--- src/rtl/prof_pkg.sv ---
package prof_pkg;

  localparam int unsigned EV_RETIRED_BIT    = 1;
  localparam int unsigned EV_L1D_REFILL_BIT = 3;
  localparam int unsigned EV_TLB_REFILL_BIT = 5;
  localparam int unsigned EV_MISPRED_BIT    = 7;
  localparam int unsigned EV_MISALIGN_BIT   = 11;
  localparam int unsigned EV_MIN_W          = 12;

  typedef struct packed {
    logic is_branch;
    logic is_store;
    logic is_load;
  } op_type_t;

  function automatic bit is_filterable(int unsigned pos);
    return (pos == EV_RETIRED_BIT)    || (pos == EV_L1D_REFILL_BIT) ||
           (pos == EV_TLB_REFILL_BIT) || (pos == EV_MISPRED_BIT)    ||
           (pos == EV_MISALIGN_BIT);
  endfunction

endpackage

--- src/rtl/prof_filter.sv ---
module prof_filter #(
  parameter int unsigned EV_W  = 16,
  parameter int unsigned LAT_W = 12
) (
  input  logic                  valid_i,
  input  prof_pkg::op_type_t    type_i,
  input  logic [EV_W-1:0]       events_i,
  input  logic [LAT_W-1:0]      latency_i,
  input  prof_pkg::op_type_t    type_en_i,
  input  logic [EV_W-1:0]       event_mask_i,
  input  logic [LAT_W-1:0]      min_latency_i,
  output logic                  keep_o
);

  logic [EV_W-1:0] ev_bit_ok;
  logic            type_ok;
  logic            event_ok;
  logic            lat_ok;

  // Only architected positions can block a record
  for (genvar i = 0; i < EV_W; i++) begin : g_ev
    if (prof_pkg::is_filterable(i)) begin : g_filt
      assign ev_bit_ok[i] = !event_mask_i[i] || events_i[i];
    end else begin : g_free
      assign ev_bit_ok[i] = 1'b1;
    end
  end

  assign type_ok  = (type_en_i == '0) || ((type_en_i & type_i) != '0);
  assign event_ok = &ev_bit_ok;
  assign lat_ok   = latency_i >= min_latency_i;
  assign keep_o   = valid_i && type_ok && event_ok && lat_ok;

endmodule

--- src/rtl/prof_sat_counter.sv ---
module prof_sat_counter #(
  parameter int unsigned W = 16
) (
  input  logic         clk_i,
  input  logic         rst_ni,
  input  logic         inc_i,
  output logic [W-1:0] count_o
);

  localparam logic [W-1:0] MAX = '1;

  always_ff @(posedge clk_i or negedge rst_ni) begin
    if (!rst_ni)                         count_o <= '0;
    else if (inc_i && (count_o != MAX))  count_o <= count_o + 1'b1;
  end

  assert_ovf_step_R7: assert property (@(posedge clk_i) disable iff (!rst_ni)
    (count_o != $past(count_o)) |-> (count_o == $past(count_o) + 1'b1));

endmodule

--- src/rtl/prof_buf_writer.sv ---
module prof_buf_writer #(
  parameter int unsigned ADDR_W = 16,
  parameter int unsigned DATA_W = 32
) (
  input  logic              clk_i,
  input  logic              rst_ni,
  input  logic              keep_i,
  input  logic [DATA_W-1:0] payload_i,
  input  logic [ADDR_W-1:0] base_i,
  input  logic [ADDR_W-1:0] limit_i,
  input  logic              ack_i,
  output logic              mem_we_o,
  output logic [ADDR_W-1:0] mem_addr_o,
  output logic [DATA_W-1:0] mem_data_o,
  output logic              irq_o,
  output logic              drop_o
);

  logic [ADDR_W-1:0] off_q;
  logic [ADDR_W-1:0] wr_addr;
  logic              do_write;

  assign wr_addr  = base_i + off_q;
  assign do_write = keep_i && !irq_o;
  assign drop_o   = keep_i && irq_o;

  always_ff @(posedge clk_i or negedge rst_ni) begin
    if (!rst_ni) begin
      mem_we_o   <= 1'b0;
      mem_addr_o <= '0;
      mem_data_o <= '0;
      off_q      <= '0;
      irq_o      <= 1'b0;
    end else begin
      mem_we_o <= do_write;
      if (do_write) begin
        mem_addr_o <= wr_addr;
        mem_data_o <= payload_i;
        off_q      <= off_q + 1'b1;
        if (wr_addr == limit_i) irq_o <= 1'b1;
      end
      // drain overrides
      if (ack_i) begin
        off_q <= '0;
        irq_o <= 1'b0;
      end
    end
  end

  assert_no_write_pending_R7: assert property (@(posedge clk_i) disable iff (!rst_ni)
    irq_o |=> !mem_we_o);

  assert_irq_on_limit_R6: assert property (@(posedge clk_i) disable iff (!rst_ni)
    $rose(irq_o) |-> (mem_we_o && (mem_addr_o == limit_i)));

  assert_ack_clears_R8: assert property (@(posedge clk_i) disable iff (!rst_ni)
    ack_i |=> !irq_o);

  assert_addr_in_range_R5: assert property (@(posedge clk_i) disable iff (!rst_ni)
    mem_we_o |-> ((mem_addr_o >= base_i) && (mem_addr_o <= limit_i)));

endmodule

--- src/rtl/prof_rec_writer.sv ---
module prof_rec_writer #(
  parameter int unsigned EV_W   = 16,
  parameter int unsigned LAT_W  = 12,
  parameter int unsigned DATA_W = 32,
  parameter int unsigned ADDR_W = 16,
  parameter int unsigned OVF_W  = 8
) (
  input  logic              clk_i,
  input  logic              rst_ni,
  input  logic              rec_valid_i,
  input  logic              rec_is_load_i,
  input  logic              rec_is_store_i,
  input  logic              rec_is_branch_i,
  input  logic [EV_W-1:0]   rec_events_i,
  input  logic [LAT_W-1:0]  rec_latency_i,
  input  logic [DATA_W-1:0] rec_payload_i,
  input  logic              cfg_load_en_i,
  input  logic              cfg_store_en_i,
  input  logic              cfg_branch_en_i,
  input  logic [EV_W-1:0]   cfg_event_mask_i,
  input  logic [LAT_W-1:0]  cfg_min_latency_i,
  input  logic [ADDR_W-1:0] cfg_base_i,
  input  logic [ADDR_W-1:0] cfg_limit_i,
  input  logic              irq_ack_i,
  output logic              mem_we_o,
  output logic [ADDR_W-1:0] mem_addr_o,
  output logic [DATA_W-1:0] mem_data_o,
  output logic              irq_o,
  output logic [OVF_W-1:0]  ovf_count_o
);

  import prof_pkg::*;

  op_type_t rec_type;
  op_type_t type_en;
  logic     keep;
  logic     drop;

  assign rec_type = '{is_branch: rec_is_branch_i, is_store: rec_is_store_i, is_load: rec_is_load_i};
  assign type_en  = '{is_branch: cfg_branch_en_i, is_store: cfg_store_en_i, is_load: cfg_load_en_i};

  prof_filter #(.EV_W(EV_W), .LAT_W(LAT_W)) u_filter (
    .valid_i       (rec_valid_i),
    .type_i        (rec_type),
    .events_i      (rec_events_i),
    .latency_i     (rec_latency_i),
    .type_en_i     (type_en),
    .event_mask_i  (cfg_event_mask_i),
    .min_latency_i (cfg_min_latency_i),
    .keep_o        (keep)
  );

  prof_buf_writer #(.ADDR_W(ADDR_W), .DATA_W(DATA_W)) u_writer (
    .clk_i      (clk_i),
    .rst_ni     (rst_ni),
    .keep_i     (keep),
    .payload_i  (rec_payload_i),
    .base_i     (cfg_base_i),
    .limit_i    (cfg_limit_i),
    .ack_i      (irq_ack_i),
    .mem_we_o   (mem_we_o),
    .mem_addr_o (mem_addr_o),
    .mem_data_o (mem_data_o),
    .irq_o      (irq_o),
    .drop_o     (drop)
  );

  prof_sat_counter #(.W(OVF_W)) u_ovf (
    .clk_i   (clk_i),
    .rst_ni  (rst_ni),
    .inc_i   (drop),
    .count_o (ovf_count_o)
  );

  initial begin
    assert_ev_width_R2: assert (EV_W >= EV_MIN_W);
  end

  assert_write_has_strobe_R5: assert property (@(posedge clk_i) disable iff (!rst_ni)
    mem_we_o |-> $past(rec_valid_i));

  assert_write_lat_ok_R3: assert property (@(posedge clk_i) disable iff (!rst_ni)
    mem_we_o |-> $past(rec_latency_i >= cfg_min_latency_i));

  assert_write_type_ok_R1: assert property (@(posedge clk_i) disable iff (!rst_ni)
    mem_we_o |-> $past(!(cfg_load_en_i || cfg_store_en_i || cfg_branch_en_i) ||
                       (cfg_load_en_i && rec_is_load_i) ||
                       (cfg_store_en_i && rec_is_store_i) ||
                       (cfg_branch_en_i && rec_is_branch_i)));

endmodule

--- config.mk ---
export PLATFORM = sky130hd
export DESIGN_NAME = prof_rec_writer
export DESIGN_NICKNAME = d
export VERILOG_FILES = /design/src/rtl/prof_pkg.sv /design/src/rtl/prof_filter.sv /design/src/rtl/prof_sat_counter.sv /design/src/rtl/prof_buf_writer.sv /design/src/rtl/prof_rec_writer.sv
export SDC_FILE = /design/constraint.sdc
export NUM_CORES = 1
export LEC_CHECK = 0
export BUFFER_PORTS_ARGS = -buffer_cell sky130_fd_sc_hd__buf_2
export CAP_MARGIN = 20
export CORE_MARGIN = 1
export CORE_UTILIZATION = 30
export DETAILED_ROUTE_END_ITERATION = 10
export SLEW_MARGIN = 5
export SYNTH_ARGS = -nofsm -noshare
export SYNTH_HDL_FRONTEND = slang
export SYNTH_SLANG_ARGS = --single-unit
export TNS_END_PERCENT = 5
--- constraint.sdc ---
create_clock -name clk_i -period 6.7 [get_ports clk_i]
set_clock_uncertainty 0.1 [all_clocks]
set_input_delay 1.675 -clock clk_i [delete_from_list [all_inputs] [get_ports clk_i]]
set_output_delay 1.675 -clock clk_i [all_outputs]
set_load 0.1 [all_outputs]
**Word level (Yosys, flattened, before mapping)**

Cells that the tools add are included.

- Magnitude comparators: 1
- Reductions and logical operators: 24
- Add/subtract/negate cells: 3
- Equality and inequality tests: 2
- Bitwise logic cells: 1
- Mux-type cells: 5

Operator list:

| cell | count |
|---|---|
| 16-bit 2-to-1 mux | 2 |
| 16-bit by 1-bit adder with 16-bit output (second input constant) | 1 |
| 16-bit adder | 1 |
| 16-bit equality test | 1 |
| 12-bit >= comparator | 1 |
| 8-bit by 1-bit adder with 8-bit output (second input constant) | 1 |
| 8-bit != test (second input constant) | 1 |
| 1-bit logical AND | 6 |
| 1-bit logical NOT | 6 |
| 1-bit logical OR | 6 |
| 5-bit AND reduction | 1 |
| 2-bit nonzero test | 2 |
| 3-bit AND | 1 |
| 3-bit logical NOT | 1 |
| 1-bit 2-to-1 mux | 3 |
| 3-bit nonzero test | 1 |
| 2-bit AND reduction | 1 |

- Register bits: 74
- Output and inout port bits: 58
- Bits of input ports: 130
- Logic and storage cells: 42

**Depth between registers and ports, before layout**

Gate-level depths: netlist of run 1.

- Word-level depth: 9
- Depth in mapped cells: 11
- Depth with buffers taken out: 10

**Cells and area by module**

A second synthesis of run 1 with hierarchy kept.

- Cells, all modules: 520
- Area, all modules: 4570.6 µm²

Modules (own cells, without submodules):

| module | times used | cells each | area each (µm²) | sequential area each (µm²) |
|---|---|---|---|---|
| prof_buf_writer | 1 | 435 | 3816.2 | 1651.6 |
| prof_sat_counter | 1 | 34 | 407.9 | 200.2 |
| prof_filter | 1 | 51 | 346.6 | 0.0 |

**Worst setup path after synthesis of run 1**

No wires, ideal clock.

- Kind: input to register
- Start: input port cfg_base_i[0]
- End: register u_writer.irq_o
- Buffers on the path: 0
- Slack: 2.649 ns
- Arrival time: 3.874 ns
- Data required time: 6.523 ns
- Stages: 10
- Cell sequence: ha_1 > fa_1 > a211o_1 > nand2_1 > a31oi_2 > a2111oi_0 > nor4_1 > nor3_1 > nand4_1 > o21ai_1

- Cells in the longest elaborated chain, start to end: 4

Ends and longest elaborated chain:

| item | RTL line | text |
|---|---|---|
| start: declaration | prof_rec_writer.sv:22 | `input logic [ADDR_W-1:0] cfg_base_i,` |
| 16-bit adder | prof_buf_writer.sv:23 | `assign wr_addr = base_i + off_q;` |
| 16-bit equality test | prof_buf_writer.sv:40 | `if (wr_addr == limit_i) irq_o <= 1'b1;` |
| 2-bit nonzero test (no line) | n/a |  |
| 2-bit AND reduction (no line) | n/a |  |
| end signal: assignment | prof_buf_writer.sv:33 | `irq_o <= 1'b0;` |
| end signal: assignment | prof_buf_writer.sv:40 |  |
| end signal: assignment | prof_buf_writer.sv:45 | `irq_o <= 1'b0;` |
| end: declaration | prof_buf_writer.sv:15 | `output logic irq_o,` |

No other way between the ends.
A chain may end at the register's enable or synchronous reset.

**Worst setup path in the final report of run 1**

- Start: input port cfg_min_latency_i[10]
- End: register u_writer.off_q[15]

- Cells in the longest elaborated chain, start to end: 4

Ends and longest elaborated chain:

| item | RTL line | text |
|---|---|---|
| start: declaration | prof_rec_writer.sv:21 | `input logic [LAT_W-1:0] cfg_min_latency_i,` |
| 12-bit >= comparator | prof_filter.sv:31 | `assign lat_ok = latency_i >= min_latency_i;` |
| 1-bit logical AND | prof_filter.sv:32 | `assign keep_o = valid_i && type_ok && event_ok && lat_ok;` |
| 1-bit logical AND | prof_buf_writer.sv:24 | `assign do_write = keep_i && !irq_o;` |
| 2-bit nonzero test (no line) | n/a |  |
| end signal: assignment | prof_buf_writer.sv:39 | `off_q <= off_q + 1'b1;` |
| end: declaration | prof_buf_writer.sv:19 | `logic [ADDR_W-1:0] off_q;` |

No other way between the ends.

==> results of run 1 <==
==> area by class of cell <==
type                    instances  area share, %
repair buffers                166          14.37
flip-flops and latches         74          31.83
inverters                      24          1.549
well taps                     184          3.958
multi-input cells             303          43.47
clock buffers                  11          4.173
clock inverters                 5         0.6453
==> critical path, cell delays in order <==
cell,delay (ps)
buf_2,70
inv_1,30
ha_1,280
o21a_1,110
o21ai_0,130
a2111oi_4,460
nor3b_4,800
nand4_1,510
nor4_2,400
xnor2_1,150
nor2_1,50
==> power groups by stage <==
stage	registers, mW	logic [mW]	clock network (mW)
2_1_floorplan	1.44	0.160	0
3_3_place_gp	0.615	1.19	0
3_5_place_dp	0.618	1.19	0
4_1_cts	0.615	1.19	0.484
5_1_grt	0.630	1.22	0.496
6_report	0.612	1.19	0.461
==> final timing paths <==
path	startpoint	endpoint	slack [ps]	depth (start not counted)
setup / recovery	cfg_min_latency_i[10]	u_writer.off_q[15]	2130	11
hold / removal	u_ovf.count_o[5]	u_ovf.count_o[5]	390	1
setup reg to reg	u_writer.off_q[0]	u_writer.irq_o	3440	10
hold reg to reg	u_ovf.count_o[5]	u_ovf.count_o[5]	390	1
max in group asynchronous	rst_ni	u_writer.mem_data_o[27]	4490	1
min in group asynchronous	rst_ni	u_writer.mem_addr_o[13]	1390	1
==> cell usage after synthesis (all sizes together) (2+ instances only) <==
cell type	n	area share, %
a2111oi	4	1.3
a211o	3	0.58
a211oi	4	0.66
a21o	4	0.66
a21oi	16	1.8
a31o	2	0.39
a31oi	2	0.41
and2	2	0.28
and3	9	1.2
and3b	2	0.39
buf	10	1.0
clkbuf	5	0.41
dfrtp	74	41
ha	29	8.0
inv	24	2.0
mux2	46	11
mux2i	6	1.3
nand2	20	1.7
nand2b	7	0.97
nand3	5	0.55
nand4	10	1.4
nor2	25	2.1
nor3	11	1.2
nor4	4	0.69
o2111ai	2	0.39
o21a	4	0.66
o21ai	15	1.7
o31a	2	0.39
or2	2	0.28
or3	3	0.41
xnor2	25	4.8
xnor3	6	3.0
xor2	16	3.1
==> flip-flops by register name (all words and copies together) (netlist names) <==
register / count
u_ovf.count_o: 8
u_writer.irq_o: 1
u_writer.mem_addr_o: 16
u_writer.off_q: 16
u_writer.mem_we_o: 1
u_writer.mem_data_o: 32
==> cells by family after synthesis <==
family,synth area share (%)
simple gates,12.34
flops,40.87
compound gates,10.69
mux,12.76
xor+xnor,11.43
buf+inv,3.452
fa+ha+maj,8.451
==> layer usage <==
layer  part of all wire [%]  global-route usage (%)
met1                     45                   19.39
met2                     46                   25.15
met3                    8.0                   5.541
met4                    1.0                   5.022
met5                      0                       0
==> per-stage QoR <==
| stage | utilization [%] | cells |
|---|---|---|
| 3_5_place_dp | 37.81 | 751 |
| 6_report | 39.72 | 767 |
| 3_3_place_gp | 37.81 | 751 |
| 5_1_grt | 39.72 | 767 |
| 4_1_cts | 39.72 | 767 |
| 2_1_floorplan | - | 416 |
==> results by group, run 1 <==
Outcome
  • Status: finished with violations
  • Failing checks: DRC

Job
  • Max-cap violations: 0

CTS
  • # Post-CTS Setup Buffers: 0
  • Max Buffers Root-to-Sink: 2
  • Clk Latency, worst-skew pair: 340 ps
  • Root Driver: clkbuf_16
  • Resize count post-CTS: 0
  • H-tree levels: 3
  • Clk sink count: 74
  • CTS clk-pin slew, worst paths: 60 ps
  • CTS tree: built
  • Hold buffer count at CTS: 0
  • CTS Buf Count: 9

Detailed routing
  • Drt first pass iters: 7
  • Drt first-iter violations: 163
  • Drt wl/cell: 15.12 um
  • Drt total wl: 11590 um
  • Via/cell ratio: 4.854
  • Post-route ant nets: 0
  • Residual DRC: 22
  • Total number of vias: 3723

Pwr
  • Flop pwr share: 27.1%
  • Design Power: 2.258 mW
  • Sw Ratio: 54.38%
  • Gate power share: 52.5%
  • Switch Pwr: 1.228 mW
  • Int Pwr: 1.030 mW
  • Peak supply drop: 0.0003298 V
  • Pleak: 2.989 nW
  • Clock power frac: 20.4%
  • Pwr Density: 388.2 nW/um2

STA
  • Max Slew Vio Count: 0
  • Final hold vios: 0
  • Min Tclk post-route: 4571 ps
  • Unrepaired setup endpoints after global routing: no
  • Final worst slack: 2129 ps
  • Fmax: 218.8 MHz
  • TNS Setup: 0 ps
  • Slew @ Worst Pin: 964.4 ps
  • Fin crit share: 68.22%
  • Hold_ws: 391.9 ps
  • Setup violators final: 0
  • Slew HR: 35.70%

Yosys
  • Top FF cell, synth: dfrtp_1
  • Post-synth EDFFs: 0
  • Yosys warns: 0
  • Net Count, Synth: 576
  • Syn Area/Cell: 10.89 um2
  • Seq cells post-synth: 74
  • Post-Syn Area: 4531 um2
  • Yosys cell types: 57
  • Post-synth ARST share: 100.0%
  • Post-Synthesis Cells: 416
  • Post-synthesis sequential area ratio: 40.87%

Finish
  • Area Growth Syn to Fin: 28.39%
  • Storage cell area: 1852 um2
  • Most frequent cells in the layout: buf_2, dfrtp_1, mux2_2
  • Post-route cell area: 5817 um2
  • ANT cells: 0
  • Share of cells above drive strength 1: 40.48%
  • Fin nets: 738
  • # fillers: 1448
  • Area of the multi-input gates: 2529 um2
  • Commonest non-fill, non-tap cell in the layout: buf_2

Global route
  • Vias in the first global route: 3728
  • GR Util All Layers: 15.59%
  • Largest net degree at the start of global routing: 75
  • Grt total ovfl: 0
  • First-pass GRT wire length: 19000 um
  • Initial antenna violation count: 1

Min path
  • Hold WC Path Type: reg -> reg

Floorplanning
  • Die ar.: 15600 um2
  • Std cell rows: 44
  • Die height: 124.9 um
  • Ports: 188
  • Core ar.: 14640 um2
  • Die X: 124.9 um
  • Starting density of the core: 30.94%

Placement
  • GP Congestion: 0.8103
  • Post-Place Cell Area: 5537 um2
  • Setup WS pre-CTS: 1697 ps
  • PortBufs: 165
  • Detail Placement HPWL: 8837 um

Setup path
  • CP startpoint kind: primary input
  • Critical Path AT: 4680 ps
  • WS Path Type: in -> reg
  • Element type at the critical path end: flop
  • CP max FO: 18
  • Worst Path Required: 6810 ps
Note: power is estimated with default switching activity, not from simulation.
==> run 2: changes to the inputs <==
- ABC_AREA: not set -> 1
- clock period: 6.7 -> 4.2 ns (I/O delays scaled with it)
==> run 2 against run 1 <==
The run now ends clean. Non-clock buffer count increased by 3. Design area up 8.4%. Combinational power is 43% higher. First-iteration DRC count increased by 3.1%. Flip-flop and latch count did not move. Clock power is 110% higher. Count of clock-buffer cells in the layout is 2 lower. Area after synthesis rose by 6.8%. Critical path type unchanged.
==> results by group, run 2 <==
Outcome
  • Status: complete, no violations

Finish
  • Max reg flops: 32
  • ANT cells: 0
  • # fillers: 1716
  • Commonest non-fill, non-tap cell in the layout: nand2_1
  • Post-route cell area: 6304 um2
  • Area Growth Syn to Fin: 30.32%
  • Top reg by flops: u_writer.mem_data_o
  • Storage cell area: 1852 um2
  • Most frequent cells in the layout: nand2_1, buf_2, inv_1
  • Area of the multi-input gates: 2556 um2
  • Top flop regs: u_writer.mem_data_o x32, u_writer.mem_addr_o x16, u_writer.off_q x16
  • Final Util: 39.83%
  • Fin nets: 1032
  • Share of cells above drive strength 1: 22.95%

Yosys
  • Post-synthesis sequential area ratio: 38.28%
  • Seq cells post-synth: 74
  • Synth top area cells: dfrtp_1, nand2_1, inv_1
  • Post-synth ARST share: 100.0%
  • Yosys warns: 0
  • Top FF cell, synth: dfrtp_1
  • Net Count, Synth: 865
  • Most frequent cell after synthesis: nand2_1
  • Top cell type's share of synthesized area: 38.28%
  • Post-synth top cells: nand2_1, inv_1, dfrtp_1, nand3_1, nor2_1
  • Post-synth EDFFs: 0
  • Synth area leader: dfrtp_1
  • Syn Area/Cell: 6.861 um2
  • Post-Syn Area: 4837 um2
  • Post-Synthesis Cells: 705
  • Yosys cell types: 30

CTS
  • Root Driver: clkbuf_16
  • Hold buffer count at CTS: 0
  • Clk Latency, worst-skew pair: 340 ps
  • CTS clk-pin slew, worst paths: 60 ps
  • CTS Buf Count: 9
  • H-tree levels: 3
  • CTS tree: built
  • Max Buffers Root-to-Sink: 2
  • # Post-CTS Setup Buffers: 0
  • Clk sink count: 74
  • Resize count post-CTS: 0

Pwr
  • Pleak: 3.654 nW
  • Flop pwr share: 26.2%
  • Sw Ratio: 51.15%
  • Gate power share: 47.1%
  • Peak supply drop: 0.0003376 V
  • Clock power frac: 26.6%
  • Int Pwr: 1.761 mW
  • Switch Pwr: 1.844 mW
  • Pwr Density: 571.8 nW/um2

Setup path
  • Element type at the critical path end: flop
  • CP startpoint kind: primary input
  • CP max FO: 32
  • Critical Path AT: 3130 ps
  • Worst Path Required: 4360 ps
  • WS Path Type: in -> reg

STA
  • Unrepaired setup endpoints after global routing: no
  • Slew @ Worst Pin: 515.9 ps
  • TNS Setup: 0 ps
  • Max Slew Vio Count: 0
  • Slew HR: 65.84%
  • Hold_ws: 362.7 ps
  • Fin crit share: 70.61%
  • Setup violators final: 0
  • Final hold vios: 0
  • Min Tclk post-route: 2966 ps
  • Fmax: 337.2 MHz
  • Final worst slack: 1234 ps

Global route
  • GR Util All Layers: 15.54%
  • Largest net degree at the start of global routing: 75
  • First-pass GRT wire length: 19890 um
  • Vias in the first global route: 4124
  • Initial antenna violation count: 0
  • Grt total ovfl: 0

Floorplanning
  • Die height: 129.0 um
  • Starting density of the core: 30.56%
  • Std cell rows: 46
  • Core ar.: 15830 um2
  • Ports: 188
  • Die X: 129.0 um
  • Die ar.: 16640 um2

Detailed routing
  • Via/cell ratio: 4.397
  • Drt first-iter violations: 168
  • Drt wl/cell: 11.67 um
  • Drt first pass iters: 4
  • Drt total wl: 12750 um
  • Residual DRC: 0
  • Post-route ant nets: 0
  • Total number of vias: 4801

Placement
  • Detail Placement HPWL: 9960 um
  • GP Congestion: 0.8080
  • Post-Place Cell Area: 5913 um2
  • Setup WS pre-CTS: 869.4 ps
  • PortBufs: 165

Min path
  • Hold WC Path Type: reg -> reg

Job
  • Max-cap violations: 0
## run 2: cell types whose count changed in the layout (fill, tap and decap cells not counted), moves of 10 or more
cell     before  now
nand3_1       5   55
nand2_2       0   10
xnor2_1      25    3
nand2_1      20  282
inv_1        24   98
nor2_1       25   41
mux2_2       46    0
## run 2: cell type report
cell class / instances / share of cell area (%)
multi-input cells: 519 / 40.55
flip-flops and latches: 74 / 29.38
repair buffers: 169 / 14.13
inverters: 99 / 5.895
well taps: 216 / 4.287
clock buffers: 9 / 3.573
clock inverters: 6 / 2.183
## run 2: per-layer routing
layer  global-route usage [%]  up-vias  share of wire (%)
li1                         -     2546                  -
met1                    20.65     2110                 48
met2                    25.02      133                 45
met3                    3.160       12                5.5
met4                    5.467        0                1.2
met5                        0        -                  0
## run 2: cell families after synthesis
family                   count (synthesis)  share of synthesized area (%)
AND/OR/NAND/NOR                        432                          37.77
buffers and inverters                  112                          8.976
flip-flops                              74                          38.28
AO/OA/AOI/OAI                           46                          5.070
adder cells (fa/ha/maj)                 30                          7.915
XOR/XNOR                                11                          1.992
## run 2: path summary, 6_finish.rpt
check / startpoint / end / slack (ps) / depth (start not counted)
max: cfg_min_latency_i[7] / u_writer.off_q[2] / 1230 / 13
min: u_writer.mem_addr_o[6] / u_writer.mem_addr_o[6] / 360 / 2
max reg2reg: u_writer.off_q[0] / u_writer.irq_o / 1740 / 13
min reg2reg: u_writer.mem_addr_o[6] / u_writer.mem_addr_o[6] / 360 / 2
max in group asynchronous: rst_ni / u_writer.mem_addr_o[10] / 2910 / 2
min in group asynchronous: rst_ni / u_writer.mem_data_o[27] / 500 / 1
## run 2: power groups by stage
stage / Combinational (mW) / Clock (mW) / Sequential (mW)
floorplan: 0.208 / 0 / 2.15
global placement: 1.70 / 0 / 0.956
detailed placement: 1.71 / 0 / 0.959
CTS: 1.71 / 0.983 / 0.948
global route: 1.78 / 1.02 / 0.968
finish: 1.70 / 0.959 / 0.946
## run 2: per-stage QoR
stage	total power, mW	instances
final	3.604	1092
after floorplan	2.354	705
after global placement	2.658	1076
after CTS	3.639	1091
after detailed placement	2.666	1076
after global routing	3.763	1092
## run 2: worst max-delay path: stages
cell,delay (ps)
buf_2,80
inv_1,30
ha_1,280
nand2_1,70
nor2_1,160
nand3_1,90
nand4_1,110
nand2_1,140
nor2_4,120
buf_4,380
buf_4,370
nand2_1,80
a21oi_1,140
